===== src/rtl/exc_pkg.sv =====
package exc_pkg;

  localparam int WORD_W   = 32;
  localparam int HALF_W   = 16;
  localparam int CCR_W    = 8;
  localparam int MASK_BIT = 7;
  localparam int FRAME_B  = 8;

  typedef enum logic [1:0] {
    K_RST  = 2'd0,
    K_IRQ  = 2'd1,
    K_TRAP = 2'd2
  } kind_e;

  typedef enum logic [2:0] {
    S_IDLE, S_PC_H, S_PC_L, S_CC_H, S_CC_L, S_VEC_H, S_VEC_L, S_VEC_W
  } st_e;

  // byte address of a table entry
  function automatic logic [WORD_W-1:0] table_addr(input logic [WORD_W-1:0] num);
    return num << 2;
  endfunction

  // condition codes handed back at the end of an entry
  function automatic logic [CCR_W-1:0] ccr_after(input kind_e k, input logic [CCR_W-1:0] c);
    case (k)
      K_RST:   return CCR_W'(1) << MASK_BIT;
      K_IRQ:   return c | (CCR_W'(1) << MASK_BIT);
      default: return c;
    endcase
  endfunction

  // stack pointer after saving PC and CCR
  function automatic logic [WORD_W-1:0] sp_after(input logic [WORD_W-1:0] sp);
    return sp - WORD_W'(FRAME_B);
  endfunction

endpackage


===== src/rtl/exc_rst_sync.sv =====
module exc_rst_sync #(
  parameter int STAGES = 2
) (
  input  logic clk,
  input  logic rst_n,
  output logic synced
);
  logic [STAGES-1:0] q;

  generate
    if (STAGES == 1) begin : g_one
      always_ff @(posedge clk or negedge rst_n)
        if (!rst_n) q <= '0;
        else        q <= 1'b1;
    end else begin : g_chain
      always_ff @(posedge clk or negedge rst_n)
        if (!rst_n) q <= '0;
        else        q <= {q[STAGES-2:0], 1'b1};
    end
  endgenerate

  assign synced = q[STAGES-1];
endmodule


===== src/rtl/exc_arbiter.sv =====
module exc_arbiter
  import exc_pkg::*;
#(
  parameter int VEC_W = 8
) (
  input  logic             rst_go,
  input  logic             bnd,
  input  logic             irq_req,
  input  logic             irq_mask,
  input  logic             irq_block,
  input  logic             trap_go,
  input  logic [VEC_W-1:0] irq_vec,
  input  logic [VEC_W-1:0] trap_vec,
  output logic             take,
  output kind_e            kind,
  output logic [VEC_W-1:0] vec
);
  logic irq_go;
  assign irq_go = bnd & irq_req & ~irq_mask & ~irq_block;

  always_comb begin
    take = 1'b0;
    kind = K_RST;
    vec  = '0;
    if (rst_go) begin
      take = 1'b1;
    end else if (irq_go) begin
      take = 1'b1;
      kind = K_IRQ;
      vec  = irq_vec;
    end else if (bnd && trap_go) begin
      take = 1'b1;
      kind = K_TRAP;
      vec  = trap_vec;
    end
  end
endmodule


===== src/rtl/exc_entry_seq.sv =====
module exc_entry_seq
  import exc_pkg::*;
#(
  parameter int VEC_W       = 8,
  parameter int SYNC_STAGES = 2
) (
  input  logic              clk,
  input  logic              rst_n,
  input  logic              irq_req,
  input  logic [VEC_W-1:0]  irq_vec,
  input  logic              trap_req,
  input  logic [VEC_W-1:0]  trap_num,
  input  logic              insn_end,
  input  logic              ccr_wr,
  input  logic [31:0]       cpu_pc,
  input  logic [7:0]        cpu_ccr,
  input  logic [31:0]       cpu_sp,
  output logic              exc_busy,
  output logic              irq_ack,
  output logic [VEC_W-1:0]  irq_ack_vec,
  output logic              pc_load,
  output logic [31:0]       pc_new,
  output logic              ccr_load,
  output logic [7:0]        ccr_new,
  output logic              sp_load,
  output logic [31:0]       sp_new,
  output logic              mem_req,
  output logic              mem_we,
  output logic [31:0]       mem_addr,
  output logic [15:0]       mem_wdata,
  input  logic [15:0]       mem_rdata
);
  st_e                st_q;
  kind_e              kind_q;
  logic [VEC_W-1:0]   vec_q, tnum_q;
  logic [WORD_W-1:0]  pc_q, sp_q;
  logic [CCR_W-1:0]   ccr_q;
  logic [HALF_W-1:0]  hi_q;
  logic               rst_done_q, blk_rst_q, trap_pend_q;

  // named events
  logic rst_sync, idle, seq_end, idle_bnd, bnd, rst_go, trap_now, trap_go;
  logic irq_block, irq_mask, take;
  kind_e arb_kind;
  logic [VEC_W-1:0]  arb_vec, trap_sel;
  logic [WORD_W-1:0] pc_res, sp_res, pc_src, sp_src, vaddr;
  logic [CCR_W-1:0]  ccr_res, ccr_src;

  exc_rst_sync #(.STAGES(SYNC_STAGES)) u_sync (
    .clk(clk), .rst_n(rst_n), .synced(rst_sync)
  );

  assign idle      = (st_q == S_IDLE);
  assign seq_end   = (st_q == S_VEC_W);
  assign idle_bnd  = idle & rst_done_q & insn_end;
  assign bnd       = idle_bnd | seq_end;
  assign rst_go    = idle & rst_sync & ~rst_done_q;
  assign trap_now  = idle_bnd & trap_req;
  assign trap_go   = trap_pend_q | trap_now;
  assign trap_sel  = trap_pend_q ? tnum_q : trap_num;
  assign irq_block = blk_rst_q | (idle_bnd & ccr_wr) | (seq_end & (kind_q == K_RST));

  assign pc_res  = {hi_q, mem_rdata};
  assign ccr_res = ccr_after(kind_q, ccr_q);
  assign sp_res  = sp_after(sp_q);

  // a chained entry saves what the finishing entry produced
  assign pc_src   = seq_end ? pc_res  : cpu_pc;
  assign ccr_src  = seq_end ? ccr_res : cpu_ccr;
  assign sp_src   = seq_end ? sp_res  : cpu_sp;
  assign irq_mask = ccr_src[MASK_BIT];

  exc_arbiter #(.VEC_W(VEC_W)) u_arb (
    .rst_go(rst_go), .bnd(bnd), .irq_req(irq_req), .irq_mask(irq_mask),
    .irq_block(irq_block), .trap_go(trap_go), .irq_vec(irq_vec),
    .trap_vec(trap_sel), .take(take), .kind(arb_kind), .vec(arb_vec)
  );

  always_ff @(posedge clk or negedge rst_n) begin
    if (!rst_n) begin
      st_q        <= S_IDLE;
      kind_q      <= K_RST;
      vec_q       <= '0;
      tnum_q      <= '0;
      pc_q        <= '0;
      sp_q        <= '0;
      ccr_q       <= '0;
      hi_q        <= '0;
      rst_done_q  <= 1'b0;
      blk_rst_q   <= 1'b0;
      trap_pend_q <= 1'b0;
    end else begin
      if (take) begin
        st_q   <= (arb_kind == K_RST) ? S_VEC_H : S_PC_H;
        kind_q <= arb_kind;
        vec_q  <= arb_vec;
        pc_q   <= pc_src;
        ccr_q  <= ccr_src;
        sp_q   <= sp_src;
      end else begin
        case (st_q)
          S_PC_H:  st_q <= S_PC_L;
          S_PC_L:  st_q <= S_CC_H;
          S_CC_H:  st_q <= S_CC_L;
          S_CC_L:  st_q <= S_VEC_H;
          S_VEC_H: st_q <= S_VEC_L;
          S_VEC_L: st_q <= S_VEC_W;
          default: st_q <= S_IDLE;
        endcase
      end

      if (st_q == S_VEC_L) hi_q <= mem_rdata;

      if (take && arb_kind == K_TRAP) trap_pend_q <= 1'b0;
      else if (trap_now) begin
        trap_pend_q <= 1'b1;
        tnum_q      <= trap_num;
      end

      if (seq_end && kind_q == K_RST) begin
        rst_done_q <= 1'b1;
        blk_rst_q  <= 1'b1;
      end else if (idle_bnd) begin
        blk_rst_q  <= 1'b0;
      end
    end
  end

  assign vaddr = table_addr(WORD_W'(vec_q));

  always_comb begin
    mem_req   = 1'b1;
    mem_we    = 1'b0;
    mem_addr  = '0;
    mem_wdata = '0;
    case (st_q)
      S_PC_H:  begin mem_we = 1'b1; mem_addr = sp_q - 32'd4; mem_wdata = pc_q[31:16]; end
      S_PC_L:  begin mem_we = 1'b1; mem_addr = sp_q - 32'd2; mem_wdata = pc_q[15:0]; end
      S_CC_H:  begin mem_we = 1'b1; mem_addr = sp_q - 32'd8; end
      S_CC_L:  begin mem_we = 1'b1; mem_addr = sp_q - 32'd6; mem_wdata = {8'h00, ccr_q}; end
      S_VEC_H: mem_addr = vaddr;
      S_VEC_L: mem_addr = vaddr + 32'd2;
      default: mem_req = 1'b0;
    endcase
  end

  assign exc_busy    = ~idle | ~rst_done_q;
  assign irq_ack     = (st_q == S_PC_H) & (kind_q == K_IRQ);
  assign irq_ack_vec = vec_q;
  assign pc_load     = seq_end;
  assign pc_new      = pc_res;
  assign ccr_load    = seq_end;
  assign ccr_new     = ccr_res;
  assign sp_load     = seq_end & (kind_q != K_RST);
  assign sp_new      = sp_res;

endmodule


===== config.mk =====
export PLATFORM = sky130hd
export DESIGN_NAME = exc_entry_seq
export DESIGN_NICKNAME = d
export VERILOG_FILES = /design/src/rtl/exc_pkg.sv /design/src/rtl/exc_rst_sync.sv /design/src/rtl/exc_arbiter.sv /design/src/rtl/exc_entry_seq.sv
export SDC_FILE = /design/constraint.sdc
export NUM_CORES = 1
export LEC_CHECK = 0
export BUFFER_PORTS_ARGS = -buffer_cell sky130_fd_sc_hd__buf_2
export CORE_ASPECT_RATIO = 1.1
export CORE_MARGIN = 4
export CORE_UTILIZATION = 53
export DETAILED_ROUTE_END_ITERATION = 10
export HOLD_SLACK_MARGIN = 0.05
export PLACE_DENSITY = 0.82
export SYNTH_ARGS = -nofsm -noshare
export SYNTH_HDL_FRONTEND = slang
export SYNTH_SLANG_ARGS = --single-unit

===== constraint.sdc =====
create_clock -name clk -period 3.4 [get_ports clk]
set_input_delay 0.51 -clock clk [delete_from_list [all_inputs] [get_ports clk]]
set_output_delay 0.51 -clock clk [all_outputs]
set_load 0.005 [all_outputs]

==> summary.txt <==
==================================================================================================
Number of antenna diodes ............................................................            0
Clock Skews .........................................................................      6.48 ps
Length in cells of the worst reg-to-reg path ........................................            7
Largest net degree at the start of global routing ...................................           82
Final Setup Violations ..............................................................            0
Core outline area ...................................................................    15000 um2
PD cells ............................................................................  1040 nW/um2
CTS root buffer ..................................................................... sky130_fd_sc_hd__clkbuf_16
Global-route usage over all layers ..................................................        31.8%
Destination of the worst register-to-register timing path ...........................     ccr_q[4]
Ratio of cells with drive above 1 in the final layout ...............................        33.8%
Worst-case clock buffer depth .......................................................            2
Number of optimization iterations in the first detailed-route pass ..................            6
Mapped Nets .........................................................................         1062
Prevailing post-synth register cell ................................................. sky130_fd_sc_hd__dfrtp_1
Tightest Hold Check Type ............................................................ input port to asynchronous set/reset pin
Wire length of the first global-routing pass ........................................     43700 um
Count of flip-flops with a built-in enable after synthesis ..........................            0
Share of power burned in registers ..................................................        26.0%
Time the final worst path needs with I/O delays and setup ...........................      3320 ps
Met3 capacity usage during global routing ...........................................        7.79%
Gr busiest metal ....................................................................         met2
Sw Ratio ............................................................................        46.2%
Port Buffer Count ...................................................................          244
Synthesized area per cell ...........................................................     8.51 um2
Combinational power share ...........................................................        55.7%
Critical path capture point type ....................................................   output pin
Pin slew with the least headroom to its limit .......................................       932 ps
Met2 track demand over resource in global routing ...................................        53.2%
Share of the clock period used by the worst path ....................................        97.8%
Via count of the first global-routing pass ..........................................         8095
Final instance count without filler cells ...........................................         1345
Reported leakage power ..............................................................   0.00444 uW
Post-synthesis sequential element count .............................................          114
IO Pins .............................................................................          245
DRC violation count after routing ...................................................            0
Iteration-0 DRC count of the detailed router ........................................          802
Via density .........................................................................         6.23
Count of warnings emitted by yosys ..................................................            0
Total die area ......................................................................    17300 um2
Async SR Flop Fraction ..............................................................         100%
Instance count after placement with tap cells included ..............................         1309
Post-Synthesis Cells ................................................................          948
Worst endpoint data arrival time ....................................................      2810 ps
Half-perimeter wire length after placement ..........................................     19900 um
Synth unique cells ..................................................................           78
Horizontal die dimension ............................................................       126 um
Total Wirelength ....................................................................     28100 um
Count of antenna-violating nets left after detailed routing .........................            0
CTS tree ............................................................................        built
Clock network fraction of design power ..............................................        18.4%
Layout overhead on the synthesized area .............................................        24.2%
Flop2flop setup slack ...............................................................       590 ps
# fillers ...........................................................................         1268
Kind of start point of the critical path ............................................         flop
Vias after detailed routing .........................................................         8384
Global-route congestion overflow total ..............................................            0
Avg WL per Cell .....................................................................      20.9 um
Sequential element share of the synthesized area ....................................        35.4%
H-tree Lvls .........................................................................            4
Number of buffers added by the clock tree synthesis step ............................           17
Count of final max-slew check failures ..............................................            0
Global placer's final weighted congestion ...........................................        0.984
Initial antenna violation count .....................................................            1
Number of placement rows ............................................................           47
Mapped Area .........................................................................     8070 um2
Internal cell power .................................................................      5600 uW
Met1 capacity usage during global routing ...........................................        39.1%
Maxcap violations ...................................................................            0
Final number of hold-violating endpoints ............................................            0
Clock transition time at the flip-flop clock pins of the worst setup and hold paths .        60 ps
Clock Sinks .........................................................................          114
Largest voltage drop on the vdd net .................................................     0.545 mV
Reg2Reg Launch Point ................................................................      st_q[2]
Overall power consumption ...........................................................     10400 uW
Worst Setup Path Type ............................................................... flop to output pin
Upper clock frequency limit .........................................................    0.301 GHz
Insertion delay to the later sink of the worst-skew pair ............................       410 ps
Switching power total ...............................................................      4810 uW
Result of the run ................................................................... finished, final reports clean
Crit-path max FO ....................................................................            9
Die outline height ..................................................................       137 um
Initial cell density of the core ....................................................        53.8%
Hold buffer count at CTS ............................................................            0
Required time of the critical path ..................................................      2890 ps
Final net count .....................................................................         1250
Relative slew slack .................................................................        37.7%
==================================================================================================
-- final cells by class --
class	count	area, um2	area share, %
inverters	15	56.3	0.562
multi-input cells	700	4650	46.4
clock inverters	15	195	1.95
well taps	196	245	2.45
clock buffers	17	425	4.25
flip-flops and latches	114	2850	28.5
repair buffers	288	1590	15.9
-- cells by family (layout without fill, tap and decap cells) --
group           count (synthesis)  after routing  share of synthesized area, %
compound gates                263            263                          22.2
xor+xnor                       39             39                          4.24
fa+ha+maj                       5              5                         0.838
buf+inv                       134            335                          8.11
flops                         114            114                          35.4
mux                            62             62                          8.27
other cells                     1              1                        0.0465
simple gates                  330            330                          21.0
-- worst max path at each step --
stage	startpoint	end	cells after the start
3_3_place_gp	sp_q[3]	mem_addr[15]	9
6_report	sp_q[16]	mem_addr[21]	6
5_1_grt	sp_q[26]	mem_addr[31]	6
4_1_cts	sp_q[3]	mem_addr[31]	8
3_5_place_dp	sp_q[3]	mem_addr[15]	9
2_1_floorplan	st_q[1]	mem_addr[22]	10
-- layout by cell type, fill, tap and decap left out, drive strengths merged, types with 19 or more instances in the layout --
cell	synthesis	layout
a21oi	43	43
a22oi	24	24
a31oi	40	40
buf	55	288
dfrtp	114	114
inv	14	22
mux2	37	37
mux2i	25	25
nand2	114	114
nor2	64	64
nor3	56	56
nor4	23	23
o21ai	38	38
o22ai	28	28
o2bb2ai	19	19
xnor2	22	22
-- per-stage QoR --
step,util (%),worst slack [ps],instance area (um2),hold WS (ps),TNS (ps)
CTS,66.3,5.59,9940,231,0
global route,66.8,-38.1,10000,257,-45.1
detailed placement,62.0,348,9300,348,0
global placement,62.0,409,9300,336,0
finish,66.8,75.8,10000,205,0
floorplan,-,220,8070,214,0
-- power groups by stage --
stage          Combinational, uW  Clock (uW)  Sequential (uW)
2_1_floorplan               3780           0             2290
3_3_place_gp                5550           0             2650
3_5_place_dp                5610           0             2680
4_1_cts                     5650        1920             2670
5_1_grt                     6240        2000             2790
6_report                    5790        1910             2700
-- cell usage after synthesis, types with 7 or more instances --
library cell                count  area (um2)
sky130_fd_sc_hd__o21ai_1        7        35.0
sky130_fd_sc_hd__nor3_1        53         265
sky130_fd_sc_hd__nor2_1        62         233
sky130_fd_sc_hd__a31oi_1       40         250
sky130_fd_sc_hd__o22ai_1       28         175
sky130_fd_sc_hd__nand3_1       11        55.1
sky130_fd_sc_hd__a22oi_1       24         180
sky130_fd_sc_hd__o21ai_0       31         155
sky130_fd_sc_hd__mux2i_1       25         250
sky130_fd_sc_hd__mux2_1         8        90.1
sky130_fd_sc_hd__a32o_1         7        70.1
sky130_fd_sc_hd__nor2b_1       11        68.8
sky130_fd_sc_hd__dfrtp_1      114        2850
sky130_fd_sc_hd__xor2_1        17         149
sky130_fd_sc_hd__or4_1          8        60.1
sky130_fd_sc_hd__xnor2_1       22         193
sky130_fd_sc_hd__nand2_1      114         428
sky130_fd_sc_hd__o2bb2ai_1     19         166
sky130_fd_sc_hd__inv_1         13        48.8
sky130_fd_sc_hd__nor4_1        16         100
sky130_fd_sc_hd__o211ai_1      12        90.1
sky130_fd_sc_hd__buf_2         25         125
sky130_fd_sc_hd__a21oi_1       42         210
sky130_fd_sc_hd__buf_4         24         180
sky130_fd_sc_hd__clkbuf_1      64         240
sky130_fd_sc_hd__mux2_2        29         327
-- routing by layer --
metal	part of all wire, %	vias up
met2	48	478
met5	0.061	-
met3	8.9	95
li1	-	3840
met4	4.0	2
met1	39	3969
-- registers in the layout (all words and copies together) (netlist names), 3 cells and up --
| register | cells |
|---|---|
| st_q | 3 |
| hi_q | 16 |
| sp_q | 32 |
| irq_ack_vec | 8 |
| tnum_q | 8 |
| pc_q | 32 |
| ccr_q | 8 |
-- worst max-delay path: stages (launching register included) --
cell,delay [ps]
sky130_fd_sc_hd__dfrtp_1,490
sky130_fd_sc_hd__or4_4,630
sky130_fd_sc_hd__or3_1,460
sky130_fd_sc_hd__nor3_1,250
sky130_fd_sc_hd__xnor2_1,90
sky130_fd_sc_hd__o22ai_1,290
sky130_fd_sc_hd__buf_2,190
-- repair_timing --
action                                  4_1_cts  5_1_grt
gates cloned                                  0        0
endpoints found under the hold margin         0        0
endpoints found under the setup margin        2       17
pin swaps                                     0        4
buffers inserted                              0        4
gates resized for setup                       2       14
No activity file was read; power rests on OpenSTA's default activity.
